**src/rtl/cfgl_pkg.sv**
```systemverilog
package cfgl_pkg;

    // Mode strap value selecting byte-wide slave parallel loading.
    localparam logic [2:0] MODE_BYTE_SLAVE = 3'b110;

    typedef enum logic [2:0] {
        S_IDLE  = 3'd0,
        S_PROG  = 3'd1,
        S_WAIT  = 3'd2,
        S_FETCH = 3'd3,
        S_SEND  = 3'd4,
        S_FLUSH = 3'd5
    } cfgl_state_e;

endpackage

```
**src/rtl/cfgl_clkdiv.sv**
```systemverilog
module cfgl_clkdiv #(
    parameter int DIV = 4
) (
    input  logic clk,
    input  logic rst_n,
    input  logic en,
    output logic cclk,
    output logic fall_stb
);
    localparam int CW = (DIV > 2) ? $clog2(DIV) : 1;
    localparam logic [CW-1:0] CNT_MID  = CW'(DIV / 2 - 1);
    localparam logic [CW-1:0] CNT_LAST = CW'(DIV - 1);

    logic [CW-1:0] cnt_q;

    // fall_stb marks the last cycle of a High phase: cclk drops at the next edge.
    assign fall_stb = en && (cnt_q == CNT_LAST);

    always_ff @(posedge clk or negedge rst_n) begin
        if (!rst_n) begin
            cnt_q <= '0;
            cclk  <= 1'b0;
        end else if (!en) begin
            cnt_q <= '0;
            cclk  <= 1'b0;
        end else if (cnt_q == CNT_LAST) begin
            cnt_q <= '0;
            cclk  <= 1'b0;
        end else begin
            cnt_q <= cnt_q + 1'b1;
            if (cnt_q == CNT_MID) begin
                cclk <= 1'b1;
            end
        end
    end

    // a Low-to-High cclk transition only follows an enabled cycle
    a_r6_rise_needs_enable: assert property (@(posedge clk) disable iff (!rst_n)
        $rose(cclk) |-> $past(en));

endmodule

```
**src/rtl/cfgl_wdog.sv**
```systemverilog
module cfgl_wdog #(
    parameter int LIMIT = 1 << 20
) (
    input  logic clk,
    input  logic rst_n,
    input  logic en,
    input  logic tick,
    output logic expire
);
    localparam int TW = $clog2(LIMIT + 1);
    localparam logic [TW-1:0] CNT_END = TW'(LIMIT - 1);

    logic [TW-1:0] cnt_q;

    assign expire = en && tick && (cnt_q == CNT_END);

    always_ff @(posedge clk or negedge rst_n) begin
        if (!rst_n) begin
            cnt_q <= '0;
        end else if (!en) begin
            cnt_q <= '0;
        end else if (tick) begin
            cnt_q <= cnt_q + 1'b1;
        end
    end

endmodule

```
**src/rtl/cfgl_seq.sv**
```systemverilog
module cfgl_seq
    import cfgl_pkg::*;
#(
    parameter int DATA_W      = 8,
    parameter int PROG_CYCLES = 16,
    parameter int USE_BUSY    = 1
) (
    input  logic              clk,
    input  logic              rst_n,
    input  logic              start,
    input  logic              init_in,
    input  logic              done_in,
    input  logic              busy_in,
    input  logic              fall_stb,
    input  logic              tmo_expire,
    input  logic [DATA_W-1:0] src_data,
    input  logic              src_valid,
    input  logic              src_last,
    output logic              src_ready,
    output logic              prog_low,
    output logic              sel_n,
    output logic              rdwr_n,
    output logic              clk_en,
    output logic              wd_en,
    output logic [DATA_W-1:0] dout,
    output logic              done_ok,
    output logic              err_init,
    output logic              err_timeout
);
    localparam int PW = (PROG_CYCLES > 1) ? $clog2(PROG_CYCLES) : 1;
    localparam logic [PW-1:0] PROG_LAST = PW'(PROG_CYCLES - 1);
    localparam bit HONOUR_BUSY = (USE_BUSY != 0);

    cfgl_state_e state_q, state_d;
    logic [PW-1:0] pcnt_q;
    logic          last_q;
    logic          hold;
    logic          take;
    logic          in_xfer;

    assign hold    = HONOUR_BUSY && busy_in;
    assign take    = (state_q == S_FETCH) && init_in && src_valid;
    assign in_xfer = (state_q == S_FETCH) || (state_q == S_SEND) || (state_q == S_FLUSH);

    // State register
    always_ff @(posedge clk or negedge rst_n) begin
        if (!rst_n) begin
            state_q <= S_IDLE;
        end else begin
            state_q <= state_d;
        end
    end

    // Next-state logic
    always_comb begin
        state_d = state_q;
        unique case (state_q)
            S_IDLE: begin
                if (start) state_d = S_PROG;
            end
            S_PROG: begin
                if (pcnt_q == PROG_LAST) state_d = S_WAIT;
            end
            S_WAIT: begin
                if (init_in) state_d = S_FETCH;
            end
            S_FETCH: begin
                if (!init_in)       state_d = S_IDLE;
                else if (src_valid) state_d = S_SEND;
            end
            S_SEND: begin
                if (!init_in)                state_d = S_IDLE;
                else if (fall_stb && !hold)  state_d = last_q ? S_FLUSH : S_FETCH;
            end
            S_FLUSH: begin
                if (!init_in)        state_d = S_IDLE;
                else if (done_in)    state_d = S_IDLE;
                else if (tmo_expire) state_d = S_IDLE;
            end
            default: state_d = S_IDLE;
        endcase
    end

    // Output decode
    always_comb begin
        prog_low  = 1'b0;
        sel_n     = 1'b1;
        rdwr_n    = 1'b1;
        src_ready = 1'b0;
        clk_en    = 1'b0;
        wd_en     = 1'b0;
        unique case (state_q)
            S_PROG: prog_low = 1'b1;
            S_FETCH: begin
                sel_n     = 1'b0;
                rdwr_n    = 1'b0;
                src_ready = init_in;
            end
            S_SEND: begin
                sel_n  = 1'b0;
                rdwr_n = 1'b0;
                clk_en = 1'b1;
            end
            S_FLUSH: begin
                sel_n  = 1'b0;
                rdwr_n = 1'b0;
                clk_en = 1'b1;
                wd_en  = 1'b1;
            end
            default: ;
        endcase
    end

    // Pulse counter, byte register and status
    always_ff @(posedge clk or negedge rst_n) begin
        if (!rst_n) begin
            pcnt_q      <= '0;
            last_q      <= 1'b0;
            dout        <= '0;
            done_ok     <= 1'b0;
            err_init    <= 1'b0;
            err_timeout <= 1'b0;
        end else begin
            if (state_q == S_IDLE && start) begin
                pcnt_q      <= '0;
                done_ok     <= 1'b0;
                err_init    <= 1'b0;
                err_timeout <= 1'b0;
            end
            if (state_q == S_PROG && pcnt_q != PROG_LAST) begin
                pcnt_q <= pcnt_q + 1'b1;
            end
            if (take) begin
                dout   <= src_data;
                last_q <= src_last;
            end
            if (in_xfer && !init_in) begin
                err_init <= 1'b1;
            end
            if (state_q == S_FLUSH && init_in && done_in) begin
                done_ok <= 1'b1;
            end
            if (state_q == S_FLUSH && init_in && !done_in && tmo_expire) begin
                err_timeout <= 1'b1;
            end
        end
    end

    // the program pulse only begins after a start request
    a_r3_pulse_after_start: assert property (@(posedge clk) disable iff (!rst_n)
        $rose(prog_low) |-> $past(start));

    // an init error is only flagged after init was sampled Low
    a_r10_err_after_init_low: assert property (@(posedge clk) disable iff (!rst_n)
        $rose(err_init) |-> !$past(init_in));

    // result outputs are mutually exclusive
    a_r12_one_result: assert property (@(posedge clk) disable iff (!rst_n)
        $onehot0({done_ok, err_init, err_timeout}));

endmodule

```
**src/rtl/cfg_loader.sv**
```systemverilog
module cfg_loader
    import cfgl_pkg::*;
#(
    parameter int DATA_W       = 8,
    parameter int CCLK_DIV     = 4,
    parameter int PROG_CYCLES  = 16,
    parameter int TIMEOUT_CLKS = 1 << 20,
    parameter int USE_BUSY     = 1
) (
    input  logic              clk,
    input  logic              rst_n,
    input  logic              start,
    input  logic [DATA_W-1:0] src_data,
    input  logic              src_valid,
    input  logic              src_last,
    output logic              src_ready,
    output logic              prog_low,
    input  logic              init_in,
    input  logic              done_in,
    input  logic              busy_in,
    output logic              cs_n,
    output logic              rdwr_n,
    output logic              cclk,
    output logic [DATA_W-1:0] dout,
    output logic [2:0]        mode_sel,
    output logic              done_ok,
    output logic              err_init,
    output logic              err_timeout
);
    logic clk_en;
    logic wd_en;
    logic fall_stb;
    logic tmo_expire;

    assign mode_sel = MODE_BYTE_SLAVE;

    cfgl_clkdiv #(
        .DIV (CCLK_DIV)
    ) u_div (
        .clk      (clk),
        .rst_n    (rst_n),
        .en       (clk_en),
        .cclk     (cclk),
        .fall_stb (fall_stb)
    );

    cfgl_wdog #(
        .LIMIT (TIMEOUT_CLKS)
    ) u_wdog (
        .clk    (clk),
        .rst_n  (rst_n),
        .en     (wd_en),
        .tick   (fall_stb),
        .expire (tmo_expire)
    );

    cfgl_seq #(
        .DATA_W      (DATA_W),
        .PROG_CYCLES (PROG_CYCLES),
        .USE_BUSY    (USE_BUSY)
    ) u_seq (
        .clk         (clk),
        .rst_n       (rst_n),
        .start       (start),
        .init_in     (init_in),
        .done_in     (done_in),
        .busy_in     (busy_in),
        .fall_stb    (fall_stb),
        .tmo_expire  (tmo_expire),
        .src_data    (src_data),
        .src_valid   (src_valid),
        .src_last    (src_last),
        .src_ready   (src_ready),
        .prog_low    (prog_low),
        .sel_n       (cs_n),
        .rdwr_n      (rdwr_n),
        .clk_en      (clk_en),
        .wd_en       (wd_en),
        .dout        (dout),
        .done_ok     (done_ok),
        .err_init    (err_init),
        .err_timeout (err_timeout)
    );

    // the data bus holds its value across every rising cclk edge
    a_r7_bus_stable_at_rise: assert property (@(posedge clk) disable iff (!rst_n)
        $rose(cclk) |-> $stable(dout));

    // chip select only falls once init has been seen High
    a_r4_select_after_init: assert property (@(posedge clk) disable iff (!rst_n)
        $fell(cs_n) |-> $past(init_in));

    // with the port deselected for two cycles the clock is parked Low
    a_r6_clock_parked: assert property (@(posedge clk) disable iff (!rst_n)
        (cs_n && $past(cs_n)) |-> !cclk);

endmodule

```
**config.mk**
```make
export PLATFORM = sky130hd
export DESIGN_NAME = cfg_loader
export DESIGN_NICKNAME = d
export VERILOG_FILES = /design/src/rtl/cfgl_pkg.sv /design/src/rtl/cfgl_clkdiv.sv /design/src/rtl/cfgl_wdog.sv /design/src/rtl/cfgl_seq.sv /design/src/rtl/cfg_loader.sv
export SDC_FILE = /design/constraint.sdc
export NUM_CORES = 1
export LEC_CHECK = 0
export ABC_AREA = 0
export BUFFER_PORTS_ARGS = -buffer_cell sky130_fd_sc_hd__buf_2
export CORE_ASPECT_RATIO = 2
export CORE_MARGIN = 2
export CORE_UTILIZATION = 60
export DETAILED_ROUTE_END_ITERATION = 12
export GPL_ROUTABILITY_DRIVEN = 1
export MAX_ROUTING_LAYER = met4
export PLACE_DENSITY = 0.89
export REMOVE_ABC_BUFFERS = 1
export SYNTH_ARGS = -nofsm -noshare
export SYNTH_HDL_FRONTEND = slang
export SYNTH_SLANG_ARGS = --single-unit
```
**constraint.sdc**
```tcl
create_clock -name clk -period 3.44 [get_ports clk]
set_clock_uncertainty 0.2 [all_clocks]
set_input_delay 0.344 -clock clk [delete_from_list [all_inputs] [get_ports clk]]
set_output_delay 0.344 -clock clk [all_outputs]
set_load 0.05 [all_outputs]
```
### After elaboration in Yosys (flattened, before gate mapping)

Index checks and enable logic that the tools add are counted.

* register bits: 43
* output and inout port bits: 19
* input bits: 16
* logic and storage cells: 87

* muxes and demuxes: 30
* equality and inequality tests: 18
* add/sub/neg operators: 3
* reductions and logical operators: 26

Operators with widths (count)
* $mux W21: 2
* $mux W3: 11
* $add A21 B1 Y21 const B: 1
* $eq A21 B20 Y1 const B: 1
* $pmux W3 S6: 1
* $logic_and A1 B1 Y1: 13
* $mux W1: 12
* $ne A3 B3 Y1 const B: 3
* $mux W4: 2
* $reduce_bool A2 Y1: 4
* $eq A3 B2 Y1 const B: 2
* $eq A3 B3 Y1 const B: 2
* $reduce_and A6 Y1: 1
* $add A4 B1 Y4 const B: 1
* $eq A4 B4 Y1 const B: 1
* $mux W2: 2
* $ne A2 B1 Y1 const B: 2
* $ne A2 B2 Y1 const B: 2
* $ne A4 B3 Y1 const B: 1
* $ne A4 B4 Y1 const B: 1
* $eq A3 B1 Y1 const B: 1
* $logic_not A1 Y1: 3
* $logic_not A3 Y1: 1
* $reduce_or A3 Y1: 1
* 5 further kinds: 6

### Longest topological paths before layout

* depth in word-level cells: 10
* gate-level depth with buffers: 7

### Cells and area by module

Synthesis repeated with hierarchy kept, for this count alone.

* cells, all modules: 220
* area total of the unflattened synthesis: 2264.7 um^2

Modules (own cells, without submodules)
* cfgl_wdog: cells each 115, times used 1, area each 1068.5 um^2
* cfgl_seq: cells each 90, times used 1, area each 1026.0 um^2
* cfgl_clkdiv: cells each 10, times used 1, area each 140.1 um^2
* cfg_loader: cells each 5, times used 1, area each 30.0 um^2

### Worst setup path before layout

No wires, ideal clock.

* path kind: flip-flop to output port
* start: register u_seq.state_q[2]
* end: output port rdwr_n
* cell stages (with the launch flop): 5
* data arrival time: 1.914 ns
* setup slack: 0.982 ns
* path through: dfrtp_1 clkbuf_1 and3b_1 nor2b_1 buf_4

* word-level cells in the longest chain between the ends: 3
* elaborated cells between the ends (all ways): 5
* those cells by class: eq/ne (3); mux (1); reduce/logical (1)

Ends and longest elaborated chain
* from (decl): line cfgl_seq.sv:34 `cfgl_state_e state_q, state_d;`
* from (signal assigned): line cfgl_seq.sv:50 `state_q <= state_d;`
* $eq A3 B3 Y1 or $eq A3 B2 Y1 (tied branches)
* $reduce_or A3 Y1 (no line) (*)
* $mux W1 (*)
* to (decl): line cfg_loader.sv:22 `output logic rdwr_n,`

Mark *: on every way between the ends. The rest lies on a longest branch, timed or not.

### Final worst setup path

* start: register u_div.cnt_q[0]
* end: register u_wdog.cnt_q[12]

* word-level cells in the longest chain between the ends: 3

Ends and longest elaborated chain
* from (decl): line cfgl_clkdiv.sv:14 `logic [CW-1:0] cnt_q;`
* from (signal assigned): line cfgl_clkdiv.sv:30 `cnt_q <= cnt_q + 1'b1;`
* $eq A2 B2 Y1: line cfgl_clkdiv.sv:17 `assign fall_stb = en && (cnt_q == CNT_LAST);`
* $logic_and A1 B1 Y1: line cfgl_clkdiv.sv:17
* $ne A2 B1 Y1 (no line)
* to (signal assigned): line cfgl_wdog.sv:23 `cnt_q <= cnt_q + 1'b1;`
* to (decl): line cfgl_wdog.sv:13 `logic [TW-1:0] cnt_q;`

No other way between the ends.
A chain may end at the register's enable or synchronous reset.

==> flow_summary.ini <==
[run_status]
status = complete, but fails checks
violations = negative hold slack

[routing]
wl_mm = 4.72
drc_errors = 0
antenna_left = 0
met2WireLength_mm = 2.55
dr.pass1.iters = 5
routed-via-count = 1866
met1_length_mm = 1.78
drt_iter0_markers = 56
top_layer = met4
vias_per_cell = 6.16
wl_met3_um = 206
post_drt_wl_per_cell_um = 15.6

[clock_tree]
cts_setup_buffers = 0
clockRootBuffer = clkbuf_8
clock_latency_ns = 0.30
ctsHoldBuffers = 0
clock_sinks = 43
clk_path_buf_depth = 2
post_cts_resize_count = 0
cts_buffers = 5
cts.clk_slew.worst_paths_ns = 0.09
htree_levels = 2
cts_tree = built

[logic_synthesis]
synthArstFlopShare = 1.00
synth.cell_area_um2 = 2250
synth-seq-cells = 43
syn_area_per_cell_um2 = 9.81
synth_cells = 229
seq_area_frac_synth = 0.479
ys.flop_type = dfrtp_1
yosysWarnings = 0
synth.distinct_cells = 48
synth_edf_count = 0

[floorplan]
die_h_um = 90.5
die_area_um2 = 4280
core-area_um2 = 3610
initial_core_util = 0.623
io_pins = 35
dieWidth_um = 47.3
num_rows = 31

[worst_setup_path]
path_max_fanout = 8
criticalPathCategory = register to register
r2r_cells = 5
r2r-start = u_div.cnt_q[0]$_DFF_PN0_
critical_path_arrival_ns = 2.48
critPathCapture = u_wdog.cnt_q[12]$_DFFE_PN0P_
required_ns = 3.46
ff2ff_setup_slack_ns = 0.97
critPathLaunch = u_div.cnt_q[0]$_DFF_PN0_
cp-start-kind = register
end_kind = register
r2r_end = u_wdog.cnt_q[12]$_DFFE_PN0P_

[flow_run]
maxCapViolCount = 0

[global_routing]
grt_pass1_vias = 1867
groute.usage.overall = 0.259
grt_pass1_wl_mm = 8.04
antenna_found_initial = 0
gr-total-overflow = 0
grt_max_degree = 44

[placement]
io_buffers = 31
place_hpwl_mm = 3.36
place.gp.congestion = 0.865
dp_cells = 295

[final_layout]
num-nets-final = 273
final_core_util = 0.699
instances_no_fill = 303
n_fill_cell = 264
layout_common_cells = dfrtp_1 (43), buf_2 (31), nand2_1 (23), a21oi_1 (16), nor2_1 (14)
area_growth_pct = 12.1
insertedDiodeCount = 0
final_layout_size_suffix_gt1_frac = 0.213
final_common_cell = dfrtp_1

[power_and_ir_drop]
p_leak_nw = 1.07
p_per_area_nw_per_um2 = 772
ir_drop_mv = 0.554

[sta]
final_max_slew_viol_count = 0
fin_crit_sh = 0.717
fmax_mhz = 405
period_minus_slack_ns = 2.47
setup_viol = 0
relSlewSlack = 0.386
tightest_slew_ns = 0.921
timing.hold.ws_ns = -0.0315
rsz0062_at_grt = false
fin_tns_setup_ns = 0
hold_viol_final = 43

[min_path]
hp-class = input pin to asynchronous set/reset pin
state kept, by name, summed over array words and instances, names as in the netlist:
name,cells
u_wdog.cnt_q,21
u_div.cclk,1
u_seq.err_init,1
u_div.cnt_q,2
u_seq.pcnt_q,4
u_seq.err_timeout,1
u_seq.done_ok,1
u_seq.dout,8
u_seq.last_q,1
u_seq.state_q,3
cell usage after synthesis (2+ instances only):
master    count  area, um2
clkbuf_1      8       30.0
nor2b_1       2       12.5
o21ai_1       2       10.0
a32o_1        2       20.0
mux2i_1       2       20.0
buf_4         5       37.5
xor2_1        2       17.5
and3b_1       2       17.5
o21a_1        2       15.0
inv_1         6       22.5
nand2b_1      4       25.0
nor2_1       14       52.6
dfrtp_1      43       1080
or4_1        11       82.6
xnor2_1       5       43.8
nor4_1        3       18.8
and2_1        2       12.5
nand3_1       8       40.0
conb_1        2       7.51
a21oi_1      16       80.1
nor3_1        6       30.0
or3_1         5       31.3
nand4_1       4       25.0
mux2_2        9        101
o31ai_1       9       67.6
ha_1          4       50.1
o21ai_0       8       40.0
nand2_1      23       86.3
cells by family (layout without fill, tap and decap cells):
family                   Yosys count  in the layout  share of synthesized area
AND/OR/NAND/NOR                   95             95                      0.237
AO/OA/AOI/OAI                     46             46                      0.130
flip-flops                        43             43                      0.479
buffers and inverters             21             45                     0.0473
multiplexers                      11             11                     0.0540
XOR/XNOR                           7              7                     0.0273
adder cells (fa/ha/maj)            4              4                     0.0223
other                              2              3                    0.00334
where the power goes:
group	total, mW	switching, mW	internal, mW	leakage [nW]
combinational	0.752	0.516	0.236	0.428
clock	0.471	0.182	0.289	0.0644
sequential	0.721	0.117	0.603	0.573
total	1.94	0.816	1.13	1.07
worst max-delay path, cell delays in order (launching register included):
cell,delay (ns)
dfrtp_1,0.40
ha_1,0.35
nand4b_2,0.22
or4_1,0.56
or4_1,0.50
a21oi_1,0.15
metal layers:
layer / vias to the layer above / track usage
met2: 66 / 0.400
li1: 868 / -
met1: 914 / 0.295
met4: 0 / 0.155
met3: 18 / 0.0480
met5: - / -
worst min-delay path by stage:
| stage | endpoint |
|---|---|
| after floorplan | u_div.cclk$_DFFE_PN0P_ |
| after global placement | u_div.cnt_q[0]$_DFF_PN0_ |
| after detailed placement | u_seq.err_init$_DFFE_PN0P_ |
| after CTS | u_seq.done_ok$_DFFE_PN0P_ |
| after global routing | u_seq.dout[7]$_DFFE_PN0P_ |
| final | u_wdog.cnt_q[16]$_DFFE_PN0P_ |
through the flow:
stage	hold WS, ns	total power, mW	worst slack (ns)	area (um2)
finish	-0.0315	1.94	0.973	2520
global route	0.0656	2.03	0.844	2520
CTS	0.0210	1.95	0.992	2520
detailed placement	0.279	1.47	1.02	2380
global placement	0.254	1.45	1.09	2380
floorplan	-0.152	1.29	0.786	2170
cell type report:
cell class | instances | area [um2] | area share
clock buffers | 5 | 68.8 | 0.0273
well taps | 49 | 61.3 | 0.0243
clock inverters | 3 | 67.6 | 0.0268
multi-input cells | 166 | 1070 | 0.424
inverters | 6 | 22.5 | 0.00894
flip-flops and latches | 43 | 1080 | 0.427
repair buffers | 31 | 155 | 0.0616
(Power assumes the default switching activity.)
